**config.mk**
```make
export PLATFORM = sky130hd
export DESIGN_NAME = dcache_data_array
export DESIGN_NICKNAME = d
export VERILOG_FILES = /design/src/rtl/dca_pkg.sv /design/src/rtl/dca_rst_sync.sv /design/src/rtl/dca_wr_ctrl.sv /design/src/rtl/dca_line.sv /design/src/rtl/dca_rd_mux.sv /design/src/rtl/dcache_data_array.sv
export SDC_FILE = /design/constraint.sdc
export NUM_CORES = 2
export LEC_CHECK = 0
export BUFFER_PORTS_ARGS = -buffer_cell sky130_fd_sc_hd__buf_2
export CORE_ASPECT_RATIO = 0.7
export CORE_MARGIN = 2
export CORE_UTILIZATION = 45
export DETAILED_ROUTE_END_ITERATION = 7
export PLACE_DENSITY = 0.68
export SLEW_MARGIN = 30
export SYNTH_ARGS = -nofsm -noshare
export SYNTH_HDL_FRONTEND = slang
export SYNTH_SLANG_ARGS = --single-unit
```
**constraint.sdc**
```tcl
create_clock -name clk -period 130.6 [get_ports clk]
set_input_delay 13.06 -clock clk [delete_from_list [all_inputs] [get_ports clk]]
set_output_delay 13.06 -clock clk [all_outputs]
set_load 0.1 [all_outputs]
```
**src/rtl/dca_pkg.sv**
```systemverilog
`timescale 1ns/1ps
package dca_pkg;

  // Write operation chosen for the current cycle.
  typedef enum logic [1:0] {
    DCA_IDLE  = 2'd0,
    DCA_FILL  = 2'd1,
    DCA_PATCH = 2'd2
  } dca_op_e;

endpackage

```
**src/rtl/dca_rst_sync.sv**
```systemverilog
`timescale 1ns/1ps
// Asynchronous assertion, synchronous release of the block reset.
module dca_rst_sync (
  input  logic clk,
  input  logic rst_n,
  output logic rst_q_n
);

  logic stage1_q;
  logic stage1_d;
  logic stage2_d;

  always_comb begin
    stage1_d = 1'b1;
    stage2_d = stage1_q;
  end

  always_ff @(posedge clk or negedge rst_n) begin
    if (!rst_n) begin
      stage1_q <= 1'b0;
      rst_q_n  <= 1'b0;
    end else begin
      stage1_q <= stage1_d;
      rst_q_n  <= stage2_d;
    end
  end

endmodule

```
**src/rtl/dca_wr_ctrl.sv**
```systemverilog
`timescale 1ns/1ps
// Decodes the two write strobes into line and word enables; fill wins.
module dca_wr_ctrl
  import dca_pkg::*;
#(
  parameter int LINES  = 16,
  parameter int WORD_W = 32,
  parameter int WORDS  = 4,
  parameter int IDX_W  = $clog2(LINES),
  parameter int SEL_W  = $clog2(WORDS),
  parameter int BLK_W  = WORD_W * WORDS
) (
  input  logic              refill_en,
  input  logic              update_en,
  input  logic [IDX_W-1:0]  line_idx,
  input  logic [SEL_W-1:0]  word_sel,
  input  logic [BLK_W-1:0]  fill_data,
  input  logic [WORD_W-1:0] store_data,
  output logic [LINES-1:0]  line_we,
  output logic [WORDS-1:0]  word_we,
  output logic [BLK_W-1:0]  word_d
);

  dca_op_e op;

  always_comb begin
    if (refill_en)      op = DCA_FILL;
    else if (update_en) op = DCA_PATCH;
    else                op = DCA_IDLE;
  end

  always_comb begin
    line_we = '0;
    word_we = '0;
    case (op)
      DCA_FILL: begin
        line_we[line_idx] = 1'b1;
        word_we           = '1;
      end
      DCA_PATCH: begin
        line_we[line_idx] = 1'b1;
        word_we[word_sel] = 1'b1;
      end
      default: begin
        line_we = '0;
        word_we = '0;
      end
    endcase
  end

  for (genvar k = 0; k < WORDS; k++) begin : g_word_d
    assign word_d[k*WORD_W +: WORD_W] =
      (op == DCA_FILL) ? fill_data[k*WORD_W +: WORD_W] : store_data;
  end

endmodule

```
**src/rtl/dca_line.sv**
```systemverilog
`timescale 1ns/1ps
// One cache line: WORDS independently enabled word registers.
module dca_line #(
  parameter int WORD_W = 32,
  parameter int WORDS  = 4,
  parameter int BLK_W  = WORD_W * WORDS
) (
  input  logic             clk,
  input  logic             rst_q_n,
  input  logic             line_we,
  input  logic [WORDS-1:0] word_we,
  input  logic [BLK_W-1:0] word_d,
  output logic [BLK_W-1:0] line_q
);

  for (genvar k = 0; k < WORDS; k++) begin : g_word
    logic [WORD_W-1:0] cur_q;
    logic [WORD_W-1:0] nxt_d;
    logic              wen;

    assign wen = line_we & word_we[k];

    always_comb begin
      if (wen) nxt_d = word_d[k*WORD_W +: WORD_W];
      else     nxt_d = cur_q;
    end

    always_ff @(posedge clk or negedge rst_q_n) begin
      if (!rst_q_n) cur_q <= '0;
      else          cur_q <= nxt_d;
    end

    assign line_q[k*WORD_W +: WORD_W] = cur_q;
  end

endmodule

```
**src/rtl/dca_rd_mux.sv**
```systemverilog
`timescale 1ns/1ps
// Read path: line select, fill bypass, then word select.
module dca_rd_mux #(
  parameter int LINES  = 16,
  parameter int WORD_W = 32,
  parameter int WORDS  = 4,
  parameter int IDX_W  = $clog2(LINES),
  parameter int SEL_W  = $clog2(WORDS),
  parameter int BLK_W  = WORD_W * WORDS
) (
  input  logic [BLK_W-1:0]  line_q [LINES],
  input  logic [IDX_W-1:0]  line_idx,
  input  logic [SEL_W-1:0]  word_sel,
  input  logic              refill_en,
  input  logic [BLK_W-1:0]  fill_data,
  output logic [WORD_W-1:0] load_data
);

  logic [BLK_W-1:0]  stored_blk;
  logic [BLK_W-1:0]  src_blk;
  logic [WORD_W-1:0] words [WORDS];

  assign stored_blk = line_q[line_idx];
  assign src_blk    = refill_en ? fill_data : stored_blk;

  for (genvar k = 0; k < WORDS; k++) begin : g_split
    assign words[k] = src_blk[k*WORD_W +: WORD_W];
  end

  assign load_data = words[word_sel];

endmodule

```
**src/rtl/dcache_data_array.sv**
```systemverilog
`timescale 1ns/1ps
// Top: data storage of a direct-mapped cache with fill forwarding.
module dcache_data_array #(
  parameter  int LINES  = 16,
  parameter  int WORD_W = 32,
  parameter  int WORDS  = 4,
  localparam int IDX_W  = $clog2(LINES),
  localparam int SEL_W  = $clog2(WORDS),
  localparam int BYTE_W = $clog2(WORD_W / 8),
  localparam int OFS_W  = SEL_W + BYTE_W,
  localparam int BLK_W  = WORD_W * WORDS
) (
  input  logic              clk,
  input  logic              rst_n,
  input  logic [IDX_W-1:0]  line_idx,
  input  logic [OFS_W-1:0]  byte_ofs,
  input  logic              fill_en,
  input  logic              store_en,
  input  logic [BLK_W-1:0]  fill_data,
  input  logic [WORD_W-1:0] store_data,
  output logic [WORD_W-1:0] load_data
);

  logic              rst_q_n;
  logic [SEL_W-1:0]  word_sel;
  logic              unused_byte_bits;
  logic [LINES-1:0]  line_we;
  logic [WORDS-1:0]  word_we;
  logic [BLK_W-1:0]  word_d;
  logic [BLK_W-1:0]  line_q [LINES];

  assign word_sel         = byte_ofs[OFS_W-1:BYTE_W];
  assign unused_byte_bits = ^byte_ofs[BYTE_W-1:0];

  dca_rst_sync u_rst (
    .clk     (clk),
    .rst_n   (rst_n),
    .rst_q_n (rst_q_n)
  );

  dca_wr_ctrl #(
    .LINES(LINES), .WORD_W(WORD_W), .WORDS(WORDS),
    .IDX_W(IDX_W), .SEL_W(SEL_W), .BLK_W(BLK_W)
  ) u_wr (
    .refill_en  (fill_en),
    .update_en  (store_en),
    .line_idx   (line_idx),
    .word_sel   (word_sel),
    .fill_data  (fill_data),
    .store_data (store_data),
    .line_we    (line_we),
    .word_we    (word_we),
    .word_d     (word_d)
  );

  for (genvar l = 0; l < LINES; l++) begin : g_line
    dca_line #(
      .WORD_W(WORD_W), .WORDS(WORDS), .BLK_W(BLK_W)
    ) u_line (
      .clk     (clk),
      .rst_q_n (rst_q_n),
      .line_we (line_we[l]),
      .word_we (word_we),
      .word_d  (word_d),
      .line_q  (line_q[l])
    );
  end

  dca_rd_mux #(
    .LINES(LINES), .WORD_W(WORD_W), .WORDS(WORDS),
    .IDX_W(IDX_W), .SEL_W(SEL_W), .BLK_W(BLK_W)
  ) u_rd (
    .line_q    (line_q),
    .line_idx  (line_idx),
    .word_sel  (word_sel),
    .refill_en (fill_en),
    .fill_data (fill_data),
    .load_data (load_data)
  );

endmodule

```
==> impl_results.md <==
- Max stage delay cell, worst path: buf_4
- WL/cell: approximately 24 um
- Cell type contributing the most total cell area after synthesis: dfrtp_1
- Count of maximum capacitance violations: 0
- Max IR drop VDD: 11.2 uV
- Buffer count from post-CTS setup fixing: 0
- Remaining global-route overflow: 0
- Pin count of the biggest net entering global routing: about 200
- Most used cells in the layout excluding fill and tap cells: dfrtp_1 (2049), nand2_1 (1185), o21ai_0 (1062)
- Sequential element share of the synthesized area: 0.568
- Number of buffers added to fix hold violations after cts: 0
- Wire length after detailed routing: 270000 um
- Number of top-level design ports: around 200
- Via Count: ~66000
- Max frequency: between 0.03 and 0.04 GHz
- Floorplan die area: 0.204 mm^2
- Setup Skew: 0.0246 ns
- Placeable Area: between 0.15 and 0.2 mm^2
- DRC Markers: 0
- TNS Setup: 0 ns
- Drt pass-1 iters: 6
- Tightest Pin Transition: 1.05 ns
- DRT antenna net count: 0
- RD Place Congestion: between 0.8 and 0.9
- Yosys warnings: 0
- DIE HEIGHT: 379 um
- Instance count of the mapped netlist: roughly 8400
- Initial antenna violation count: 19
- Starting utilization of the core area: 0.453
- Wire length of the first global-routing pass: ~410000 um
- Fraction of layout instances using a drive strength above 1: 0.159
- Launching element type of the critical path: input pin
- Clock input transition at the sequential cells of the worst setup and hold paths: about 0.060 ns
- Clock buffer depth: 3
- Nature of the critical path endpoint: output port
- Final hold violation count: 0
- Clock insertion delay at the later pin of the skew report: 0.83 ns
- Post-Synthesis Cell Area: 0.0903 mm^2
- Data required, critical path: 117.54 ns
- Global router's overall resource usage: 0.265
- Port Buffers: 201
- Leading cell type in the layout, fill and taps excluded: dfrtp_1
- Crit path buf inv count: 5
- Worst slew margin: 0.302
- Post-CTS resize count: 0
- Max incr delay on CP: 0.77 ns
- Number of H-tree levels: 4
- Worst-path fanout max: 104
- Placement-stage cell area: 0.0936 mm^2
- Total count of max-transition violations in the final report: 0
- CTS buffer count: 193
- Total number of clock tree sinks: 2050
- Synthesized area per cell: 10.8 um^2
- Final clock period utilization by the worst path: 0.241
- Portion of synthesized cell area occupied by the leading cell type: 0.568
- Cell with the most instances on the worst path: buf_4
- Min Tclk post-route: 31.47 ns
- Flops & latches, synth: 2050
- Post-synthesis to final-layout area growth: 11.2%
- Kind of critical path: in -> out
- Synthesized netlist net count: 8549
- RSZ-0062 raised after global routing: no
- Number of global-route vias before repair: 64394
- Ranking of synthesized cells by area: dfrtp_1 (57%), mux4_2 (11%), o21ai_0 (5.9%), a21oi_1 (5.7%), nand2_1 (5.1%)
- WP data arrival: 18.41 ns
- # setup viols final: 0
- Status: complete, no violations
- Avg Vias per Cell: 5.95
- Num rows: 137
- Placed wire-length estimate: 163000 um
- Final design instance area without fill: 0.100 mm^2
- Count of distinct cell types in the synthesized netlist: 40
- Root buffer cell: clkbuf_16
- Cell class contributing the biggest share of worst-path delay: buffers and inverters
- Type of the worst min-delay path: reg -> async
- Width of the die: 540 um
- Pwr Density: 17.7 mW/mm^2
- Cell leakage power: 44.0 nW
- Clock tree from TritonCTS: yes
- First-iteration detailed-routing DRC count: around 7400
- Cells along the critical path: buf_8 -> buf_12 -> buf_4 -> buf_4 -> mux4_2 -> nand2b_1 -> a32oi_1 -> nand3_1 -> or4_1 -> buf_2
- Final net count: roughly 8400
==> cells by family after synthesis <==
family | share of synthesized area
other | 0.0000415
multiplexers | 0.155
AO/OA/AOI/OAI | 0.136
flip-flops | 0.568
AND/OR/NAND/NOR | 0.105
buffers and inverters | 0.0358
==> cell usage after synthesis, drive strengths merged <==
cell type  number
nand2        1220
o21ai        1153
mux4          451
nand2b         36
or2             3
and2            3
a211oi          2
a22oi          93
or4            33
nor2          964
mux2           34
o211ai          1
and3            1
a21o            1
a21oi        1025
inv             1
a32oi          31
dfrtp        2050
o22ai          64
a22o            1
nor2b          37
clkbuf        504
mux2i         346
or2b            2
nor4            2
buf           244
nand3          63
conb            1
nor3            4
or3             6
o21bai          1
==> report_power, final <==
part / switching (W) / internal, W
clock: 0.000246 / 0.000328
sequential: 0.0000799 / 0.000790
combinational: 0.000184 / 0.000153
total: 0.000509 / 0.00127
==> sequential cells by signal, summed over array words and instances (netlist names) <==
name,cells
u_rst.rst_q_n,1
u_rst.stage1_q,1
g_line.u_line.g_word.cur_q,2048
==> layer usage <==
metal / share of wire / wire [um] / vias up / GRT usage
li1: - / - / 29053 / -
met1: 0.42 / 113000 / 33403 / 0.374
met2: 0.45 / 122000 / 2769 / 0.404
met3: 0.098 / 26400 / 469 / 0.0646
met4: 0.030 / 8040 / 14 / 0.0877
met5: 0.00040 / 108 / - / 0
==> final cells by class <==
cell class	instances	area (um^2)
sequential	2050	51300
timing repair buffer	431	3060
multi-input combinational	5578	36300
clock buffer	294	5850
antenna	6	15.0
inverter	1	3.75
clock inverter	51	628
tap	2641	3300
fill	17132	98900
==> final timing paths <==
path | startpoint | to | slack (ns) | cells after the start
setup reg to reg | u_rst.rst_q_n$_DFF_PN0_ | g_line[3].u_line.g_word[0].cur_q[3]$_DFFE_PN0P_ | 126.66 | 5
hold / removal | u_rst.rst_q_n$_DFF_PN0_ | g_line[12].u_line.g_word[2].cur_q[19]$_DFFE_PN0P_ | 0.26 | 0
min in group clk | u_rst.stage1_q$_DFF_PN0_ | u_rst.rst_q_n$_DFF_PN0_ | 0.35 | 0
setup / recovery | line_idx[1] | load_data[8] | 99.13 | 10
max in group asynchronous | rst_n | u_rst.rst_q_n$_DFF_PN0_ | 118.43 | 1
hold reg to reg | u_rst.rst_q_n$_DFF_PN0_ | g_line[12].u_line.g_word[2].cur_q[19]$_DFFE_PN0P_ | 0.26 | 0
==> stage by stage <==
step	instances	utilization	hold WS [ns]	setup WS [ns]	power (W)
2_1_floorplan	8377	-	0.331	69.22	0.00113
3_3_place_gp	10690	0.469	0.336	99.16	0.00119
3_5_place_dp	10694	0.470	0.338	99.13	0.00121
4_1_cts	11039	0.502	0.351	99.12	0.00179
5_1_grt	11049	0.504	0.288	98.98	0.00187
6_report	11052	0.504	0.256	99.13	0.00178
Note: power is estimated with default switching activity, not from simulation.
